==> config.mk <==
export PLATFORM = sky130hd
export DESIGN_NAME = sensor_bringup_seq
export DESIGN_NICKNAME = d
export VERILOG_FILES = /design/src/rtl/bsq_pkg.sv /design/src/rtl/bsq_script.sv /design/src/rtl/bsq_delay.sv /design/src/rtl/bsq_cfg_clamp.sv /design/src/rtl/sensor_bringup_seq.sv
export SDC_FILE = /design/constraint.sdc
export NUM_CORES = 1
export LEC_CHECK = 0
export BUFFER_PORTS_ARGS = -buffer_cell sky130_fd_sc_hd__buf_4
export CORE_UTILIZATION = 38
export DETAILED_ROUTE_END_ITERATION = 16
export PLACE_DENSITY = 0.64
export REMOVE_ABC_BUFFERS = 1
export SLEW_MARGIN = 20
export SYNTH_ARGS = -nofsm -noshare
export SYNTH_HDL_FRONTEND = slang
export SYNTH_SLANG_ARGS = --single-unit
export TNS_END_PERCENT = 10
==> constraint.sdc <==
create_clock -name clk -period 3.44 [get_ports clk]
set_clock_uncertainty 0.2 [all_clocks]
set_input_delay 0.688 -clock clk [delete_from_list [all_inputs] [get_ports clk]]
set_output_delay 0.688 -clock clk [all_outputs]
set_load 0.01 [all_outputs]
==> src/rtl/bsq_pkg.sv <==
package bsq_pkg;

  typedef enum logic [2:0] {
    OP_WR    = 3'd0,
    OP_RD    = 3'd1,
    OP_SEL   = 3'd2,
    OP_DESEL = 3'd3,
    OP_BYTE  = 3'd4
  } eng_op_e;

  typedef enum logic [2:0] {
    K_ENG    = 3'd0,
    K_CHK    = 3'd1,
    K_WAIT   = 3'd2,
    K_STREAM = 3'd3,
    K_END    = 3'd4
  } step_kind_e;

  typedef enum logic [2:0] {
    W_SHUT   = 3'd0,
    W_CS     = 3'd1,
    W_RST    = 3'd2,
    W_SROM   = 3'd3,
    W_GAP    = 3'd4,
    W_POST   = 3'd5,
    W_SETTLE = 3'd6
  } wait_sel_e;

  typedef struct packed {
    step_kind_e kind;
    eng_op_e    op;
    logic [6:0] addr;
    logic [7:0] data;
    wait_sel_e  wsel;
  } step_t;

  localparam int STEP_W = 5;

  function automatic longint lmax(input longint a, input longint b);
    return (a > b) ? a : b;
  endfunction

endpackage

==> src/rtl/bsq_script.sv <==
module bsq_script
  import bsq_pkg::*;
(
  input  logic [STEP_W-1:0] step,
  input  logic [7:0]        res_byte,
  input  logic [7:0]        ang_byte,
  output step_t             cur
);

  function automatic step_t mk(input step_kind_e k, input eng_op_e o,
                               input logic [6:0] a, input logic [7:0] d,
                               input wait_sel_e w);
    step_t s;
    s.kind = k; s.op = o; s.addr = a; s.data = d; s.wsel = w;
    return s;
  endfunction

  function automatic step_t wr(input logic [6:0] a, input logic [7:0] d);
    return mk(K_ENG, OP_WR, a, d, W_SHUT);
  endfunction

  function automatic step_t rd(input logic [6:0] a);
    return mk(K_ENG, OP_RD, a, 8'h00, W_SHUT);
  endfunction

  function automatic step_t chk(input logic [6:0] a, input logic [7:0] e);
    return mk(K_CHK, OP_RD, a, e, W_SHUT);
  endfunction

  function automatic step_t wt(input wait_sel_e w);
    return mk(K_WAIT, OP_WR, 7'h00, 8'h00, w);
  endfunction

  function automatic step_t ctl(input eng_op_e o, input logic [7:0] d);
    return mk(K_ENG, o, 7'h00, d, W_SHUT);
  endfunction

  always_comb begin
    case (step)
      5'd0:    cur = wr(7'h3B, 8'hB6);
      5'd1:    cur = wt(W_SHUT);
      5'd2:    cur = ctl(OP_SEL, 8'h00);
      5'd3:    cur = wt(W_CS);
      5'd4:    cur = ctl(OP_DESEL, 8'h00);
      5'd5:    cur = wt(W_CS);
      5'd6:    cur = wr(7'h3A, 8'h5A);
      5'd7:    cur = wt(W_RST);
      5'd8:    cur = rd(7'h02);
      5'd9:    cur = rd(7'h03);
      5'd10:   cur = rd(7'h04);
      5'd11:   cur = rd(7'h05);
      5'd12:   cur = rd(7'h06);
      5'd13:   cur = wr(7'h13, 8'h1D);
      5'd14:   cur = wt(W_SROM);
      5'd15:   cur = wr(7'h13, 8'h18);
      5'd16:   cur = ctl(OP_SEL, 8'h00);
      5'd17:   cur = ctl(OP_BYTE, 8'h62 | 8'h80);
      5'd18:   cur = wt(W_GAP);
      5'd19:   cur = mk(K_STREAM, OP_BYTE, 7'h00, 8'h00, W_GAP);
      5'd20:   cur = ctl(OP_DESEL, 8'h00);
      5'd21:   cur = wt(W_POST);
      5'd22:   cur = rd(7'h2A);
      5'd23:   cur = wr(7'h10, 8'h00);
      5'd24:   cur = wt(W_SETTLE);
      5'd25:   cur = wr(7'h0F, res_byte);
      5'd26:   cur = wr(7'h11, ang_byte);
      5'd27:   cur = chk(7'h00, 8'h42);
      5'd28:   cur = chk(7'h3F, 8'hBD);
      5'd29:   cur = chk(7'h2A, 8'h04);
      default: cur = mk(K_END, OP_WR, 7'h00, 8'h00, W_SHUT);
    endcase
  end

endmodule

==> src/rtl/bsq_delay.sv <==
module bsq_delay
  import bsq_pkg::*;
#(
  parameter int TICKS_PER_US = 125,
  parameter int SHUTDOWN_MS  = 300,
  parameter int RESET_MS     = 50,
  parameter int SROM_MS      = 10,
  parameter int SETTLE_MS    = 10,
  parameter int CS_US        = 40,
  parameter int GAP_US       = 15,
  parameter int POST_US      = 200
) (
  input  logic      clk,
  input  logic      rst_n,
  input  logic      load,
  input  wait_sel_e sel,
  output logic      expired
);

  localparam longint T_SHUT   = longint'(SHUTDOWN_MS) * 1000 * TICKS_PER_US;
  localparam longint T_RST    = longint'(RESET_MS)    * 1000 * TICKS_PER_US;
  localparam longint T_SROM   = longint'(SROM_MS)     * 1000 * TICKS_PER_US;
  localparam longint T_SETTLE = longint'(SETTLE_MS)   * 1000 * TICKS_PER_US;
  localparam longint T_CS     = longint'(CS_US)   * TICKS_PER_US;
  localparam longint T_GAP    = longint'(GAP_US)  * TICKS_PER_US;
  localparam longint T_POST   = longint'(POST_US) * TICKS_PER_US;
  localparam longint T_MAX    = lmax(lmax(lmax(T_SHUT, T_RST), lmax(T_SROM, T_SETTLE)),
                                     lmax(lmax(T_CS, T_GAP), T_POST));
  localparam int     TW       = $clog2(T_MAX + 1);

  logic [TW-1:0] cnt_q, cnt_d, reload;
  logic          cnt_en;

  always_comb begin
    case (sel)
      W_SHUT:   reload = TW'(T_SHUT - 1);
      W_CS:     reload = TW'(T_CS - 1);
      W_RST:    reload = TW'(T_RST - 1);
      W_SROM:   reload = TW'(T_SROM - 1);
      W_GAP:    reload = TW'(T_GAP - 1);
      W_POST:   reload = TW'(T_POST - 1);
      default:  reload = TW'(T_SETTLE - 1);
    endcase
  end

  assign expired = (cnt_q == '0);
  assign cnt_en  = load || !expired;
  assign cnt_d   = load ? reload : (cnt_q - TW'(1));

  always_ff @(posedge clk or negedge rst_n) begin
    if (!rst_n)      cnt_q <= '0;
    else if (cnt_en) cnt_q <= cnt_d;
  end

endmodule

==> src/rtl/bsq_cfg_clamp.sv <==
module bsq_cfg_clamp #(
  parameter int RES_MAX = 119,
  parameter int ANG_LIM = 30
) (
  input  logic [15:0]       cpi,
  input  logic signed [7:0] angle,
  output logic [7:0]        res_byte,
  output logic [7:0]        ang_byte
);

  localparam logic signed [7:0] LIM_P = 8'(ANG_LIM);
  localparam logic signed [7:0] LIM_N = -LIM_P;

  logic [15:0] hund;
  assign hund = cpi / 16'd100;

  always_comb begin
    if (hund == 16'd0)                  res_byte = 8'd0;
    else if (hund > 16'(RES_MAX + 1))   res_byte = 8'(RES_MAX);
    else                                res_byte = 8'(hund - 16'd1);
  end

  always_comb begin
    if (angle > LIM_P)      ang_byte = LIM_P;
    else if (angle < LIM_N) ang_byte = LIM_N;
    else                    ang_byte = angle;
  end

endmodule

==> src/rtl/sensor_bringup_seq.sv <==
module sensor_bringup_seq
  import bsq_pkg::*;
#(
  parameter int  FW_LEN       = 4094,
  parameter int  TICKS_PER_US = 125,
  parameter int  SHUTDOWN_MS  = 300,
  parameter int  RESET_MS     = 50,
  parameter int  SROM_MS      = 10,
  parameter int  SETTLE_MS    = 10,
  parameter int  CS_US        = 40,
  parameter int  GAP_US       = 15,
  parameter int  POST_US      = 200,
  localparam int FW_AW        = (FW_LEN > 1) ? $clog2(FW_LEN) : 1
) (
  input  logic              clk,
  input  logic              rst_n,
  input  logic              start,
  input  logic [15:0]       cfg_cpi,
  input  logic signed [7:0] cfg_angle,
  output logic              eng_req,
  output logic [2:0]        eng_op,
  output logic [6:0]        eng_addr,
  output logic [7:0]        eng_wdata,
  input  logic              eng_ack,
  input  logic [7:0]        eng_rdata,
  output logic              fw_rd_en,
  output logic [FW_AW-1:0]  fw_addr,
  input  logic [7:0]        fw_data,
  output logic              done,
  output logic              pass
);

  localparam int IDX_W = $clog2(FW_LEN + 1);

  typedef enum logic [2:0] {
    ST_IDLE, ST_DECODE, ST_ENGINE, ST_DELAY, ST_FETCH, ST_CAPTURE, ST_FINISH
  } state_e;

  logic rst_meta_q, rst_core_n;

  always_ff @(posedge clk or negedge rst_n) begin
    if (!rst_n) begin
      rst_meta_q <= 1'b0;
      rst_core_n <= 1'b0;
    end else begin
      rst_meta_q <= 1'b1;
      rst_core_n <= rst_meta_q;
    end
  end

  state_e            state_q, state_d;
  logic [STEP_W-1:0] step_q, step_d;
  logic [IDX_W-1:0]  idx_q, idx_d;
  logic [7:0]        byte_q, byte_d, res_q, res_d, ang_q, ang_d;
  logic              ok_q, ok_d;
  logic [7:0]        res_c, ang_c;
  logic              tmr_load, tmr_expired;
  wait_sel_e         tmr_sel;
  step_t             cur;

  bsq_cfg_clamp u_clamp (
    .cpi(cfg_cpi), .angle(cfg_angle), .res_byte(res_c), .ang_byte(ang_c)
  );

  bsq_script u_script (
    .step(step_q), .res_byte(res_q), .ang_byte(ang_q), .cur(cur)
  );

  bsq_delay #(
    .TICKS_PER_US(TICKS_PER_US), .SHUTDOWN_MS(SHUTDOWN_MS), .RESET_MS(RESET_MS),
    .SROM_MS(SROM_MS), .SETTLE_MS(SETTLE_MS), .CS_US(CS_US), .GAP_US(GAP_US),
    .POST_US(POST_US)
  ) u_delay (
    .clk(clk), .rst_n(rst_core_n), .load(tmr_load), .sel(tmr_sel), .expired(tmr_expired)
  );

  always_comb begin
    state_d  = state_q;
    step_d   = step_q;
    idx_d    = idx_q;
    byte_d   = byte_q;
    res_d    = res_q;
    ang_d    = ang_q;
    ok_d     = ok_q;
    tmr_load = 1'b0;
    tmr_sel  = cur.wsel;
    case (state_q)
      ST_IDLE, ST_FINISH: begin
        if (start) begin
          state_d = ST_DECODE;
          step_d  = '0;
          idx_d   = '0;
          ok_d    = 1'b1;
          res_d   = res_c;
          ang_d   = ang_c;
        end
      end
      ST_DECODE: begin
        case (cur.kind)
          K_ENG, K_CHK: state_d = ST_ENGINE;
          K_WAIT: begin
            tmr_load = 1'b1;
            state_d  = ST_DELAY;
          end
          K_STREAM: begin
            if (idx_q == IDX_W'(FW_LEN)) step_d = step_q + STEP_W'(1);
            else                         state_d = ST_FETCH;
          end
          default: state_d = ST_FINISH;
        endcase
      end
      ST_FETCH:   state_d = ST_CAPTURE;
      ST_CAPTURE: begin
        byte_d  = fw_data;
        state_d = ST_ENGINE;
      end
      ST_ENGINE: begin
        if (eng_ack) begin
          if (cur.kind == K_CHK) ok_d = ok_q & (eng_rdata == cur.data);
          if (cur.kind == K_STREAM) begin
            tmr_load = 1'b1;
            tmr_sel  = W_GAP;
            state_d  = ST_DELAY;
          end else begin
            step_d  = step_q + STEP_W'(1);
            state_d = ST_DECODE;
          end
        end
      end
      ST_DELAY: begin
        if (tmr_expired) begin
          if (cur.kind == K_STREAM) idx_d  = idx_q + IDX_W'(1);
          else                      step_d = step_q + STEP_W'(1);
          state_d = ST_DECODE;
        end
      end
      default: state_d = ST_IDLE;
    endcase
  end

  always_ff @(posedge clk or negedge rst_core_n) begin
    if (!rst_core_n) begin
      state_q <= ST_IDLE;
      step_q  <= '0;
      idx_q   <= '0;
      byte_q  <= '0;
      res_q   <= '0;
      ang_q   <= '0;
      ok_q    <= 1'b0;
    end else begin
      state_q <= state_d;
      step_q  <= step_d;
      idx_q   <= idx_d;
      byte_q  <= byte_d;
      res_q   <= res_d;
      ang_q   <= ang_d;
      ok_q    <= ok_d;
    end
  end

  assign eng_req   = (state_q == ST_ENGINE);
  assign eng_op    = (cur.kind == K_STREAM) ? OP_BYTE : cur.op;
  assign eng_addr  = cur.addr;
  assign eng_wdata = (cur.kind == K_STREAM) ? byte_q :
                     (cur.kind == K_CHK)    ? 8'h00  : cur.data;
  assign fw_rd_en  = (state_q == ST_FETCH);
  assign fw_addr   = idx_q[FW_AW-1:0];
  assign done      = (state_q == ST_FINISH);
  assign pass      = done & ok_q;

endmodule

==> results.md <==
- Vias in the first global route: 7639
- Slew Limit Fails: 0
- Total Routing Usage GR: 23.33%
- Inst Count DP: 1349
- Total inserted antenna cells: 0
- Drt pass-1 iters: 11
- Relative slew slack: 55.77%
- WL final: 24.31 mm
- Register share of total power: 16.5%
- Comb power frac: 72.6%
- Gpl congestion: 0.8828
- Final Cell Area: 10650 um^2
- Congestion Overflow GR: 0
- Crit path max fanout: 8
- Outcome: complete, but fails checks
- Post-Syn Area: 7099 um^2
- Final period util: 204.6%
- Final worst path period need: 7037 ps
- Synthesis warning total: 0
- Pwr dens: 832.1 nW/um^2
- Share of cells above drive strength 1: 40.12%
- Initial antenna violation count: 0
- Worst skew pair latency: 340 ps
- Fin. Hold Viols: 0
- Initial Util: 39.12%
- Top cells by area, synth: dfrtp_1 (26%), nand2_1 (6.1%), nor2_1 (5.2%)
- First-pass GRT wire length: 37.25 mm
- Final setup viols: 9
- Post-synthesis sequential area ratio: 25.73%
- Share of the synthesized area in the top cell type: 25.73%
- Most common cell in the netlist: nand2_1
- Worst Path Required: 3470 ps
- Clock Sinks: 73
- Area Growth Syn to Fin: 49.95%
- Unique masters post-synth: 98
- Setup crit start: cfg_cpi[15]
- FFs w/ async S/R, synth: 100.0%
- Final Non-Filler Cells: 1413
- EDFF count, synth: 0
- Nets@finish: 1234
- DP Area: 9021 um^2
- Failing checks: design-rule violations, negative setup slack
- Class of the worst hold path: reg -> async
- Leakage: 4.431 nW
- Syn avg cell area: 7.658 um^2
- Post-DP HPWL: 16.33 mm
- Clock share of power: 10.9%
- Max cap viols: 0
- Chip width: 138.7 um
- Port Buffer Count: 74
- Int Power: 0.004842 W
- Total negative slack for setup checks: -28260 ps
- Core Rows: 49
- RSZ-0062 raised after global routing: true
- FF+latch count, synth: 73
- Type of destination of the critical path: flop
- Via density: 5.748
- WL per Instance: 17.20 um
- Worst-margin pin slew: 657.4 ps
- Root buf cell: clkbuf_16
- Die H: 138.7 um
- Final setup margin: -3597 ps
- Main synth FF type: dfrtp_1
- Critical setup path kind: in -> reg
- Fillers: 1580
- Total power: 0.008858 W
- CTS H-Tree Depth: 3
- FMAX: 142.1 MHz
- DR vias: 8122
- CTS max path bufs: 2
- CP max-delay cell: or4_4
- Reg clk slew, reported paths: 60 ps
- Startpoint types: input pin
- Drt drc: 2
- Io pins: 78
- Switching share of total power: 45.34%
- Post-DRT Antenna Nets: 0
- Largest area contributor in the netlist: dfrtp_1
- Die area: 19230 um^2
- TritonCTS Buffers: 9
- CP dominant cell by count: buf_4
- Core region area: 18150 um^2
- Peak VDD IR: 0.8278 mV
- Cell count after synthesis: 927
- R2r startpoint: u_delay.cnt_q[0]$_DFFE_PN0P_
- Largest net degree at the start of global routing: 44
- Worst path arrival time: 7070 ps
- DR iter-0 viols: 457
- Psw: 0.004017 W
- Max incr delay on CP: 520 ps
- Synth cell count leaders: nand2_1 (115), nor2_1 (99), dfrtp_1 (73)
- TritonCTS clock tree: done
## flip-flops by register name, summed over array words and instances, names as in the netlist
register / cells
u_delay.cnt_q: 26
fw_addr: 12
state_q: 3
ang_q: 8
rst_core_n: 1
res_q: 8
ok_q: 1
byte_q: 8
step_q: 5
rst_meta_q: 1
## layout by cell type, fill, tap and decap left out, types with 21 or more instances in the layout
cell type / instances
nor3_1: 21
nand3_1: 22
o21ai_0: 53
nor2_1: 93
buf_4: 276
dfrtp_1: 72
a21oi_1: 42
nand2_1: 110
inv_1: 22
xnor2_1: 29
## kinds of logic after synthesis
kind of cell,count (synthesis),share of synthesized area [%]
other,2,0.1058
AND/OR/NAND/NOR,395,27.51
buffers and inverters,83,5.023
XOR/XNOR,51,6.292
adder cells (fa/ha/maj),13,2.238
AO/OA/AOI/OAI,292,30.24
multiplexers,18,2.855
flip-flops,73,25.73
## power groups by stage
stage / registers [W] / clock network [W] / logic, W
after global routing: 0.00151 / 0.00102 / 0.00691
after detailed placement: 0.00146 / 0 / 0.00517
after global placement: 0.00145 / 0 / 0.00513
after CTS: 0.00144 / 0.000976 / 0.00577
after floorplan: 0.00144 / 0 / 0.00310
final: 0.00146 / 0.000965 / 0.00643
## routing by layer
metal	global-route usage, %	share of wire [%]	up-vias
met3	3.729	3.9	44
met5	0	0	-
met2	39.25	49	216
met4	6.608	2.1	0
met1	30.91	45	3936
li1	-	-	3926
## final timing paths
check,endpoint,slack [ps],depth (start not counted)
setup / recovery,res_q[7]$_DFFE_PN0P_,-3600,33
hold / removal,u_delay.cnt_q[17]$_DFFE_PN0P_,60,1
setup reg to reg,step_q[3]$_DFFE_PN0P_,260,14
hold reg to reg,u_delay.cnt_q[17]$_DFFE_PN0P_,60,1
max in group asynchronous,rst_core_n$_DFF_PN0_,2470,2
min in group clk,rst_core_n$_DFF_PN0_,160,0
## area by class of cell
type / count / area (um^2) / area share (%)
Clock buffer: 10 / 239.0 / 2.245
Multi-Input combinational cell: 774 / 5791 / 54.40
Inverter: 23 / 86.33 / 0.8110
Sequential cell: 73 / 1828 / 17.17
Tap cell: 229 / 286.5 / 2.692
Clock inverter: 6 / 67.56 / 0.6347
Timing Repair Buffer: 298 / 2347 / 22.05
## critical path, delay by kind of cell
| kind | cells | cell delay, ps |
|---|---|---|
| compound gates | 16 | 3190 |
| fa+ha+maj | 1 | 230 |
| buf+inv | 6 | 930 |
| mux | 1 | 280 |
| simple gates | 9 | 1750 |
## what timing repair did
action,4_1_cts,5_1_grt
cloned,1,3
pin swaps,45,33
resized for setup,89,95
buffers inserted,20,23
hold endpoints to repair,2,0
setup endpoints to repair,9,34
hold buffers,1,0
## metrics by stage
stage	util, %	worst slack, ps	hold slack [ps]
finish	58.66	-3597	64.08
global route	58.66	-3906	120.3
CTS	54.74	-3334	89.65
detailed placement	49.71	-4121	91.81
global placement	49.71	-3975	88.67
floorplan	-	-4148	131.2
No activity file was read; power rests on OpenSTA's default activity.
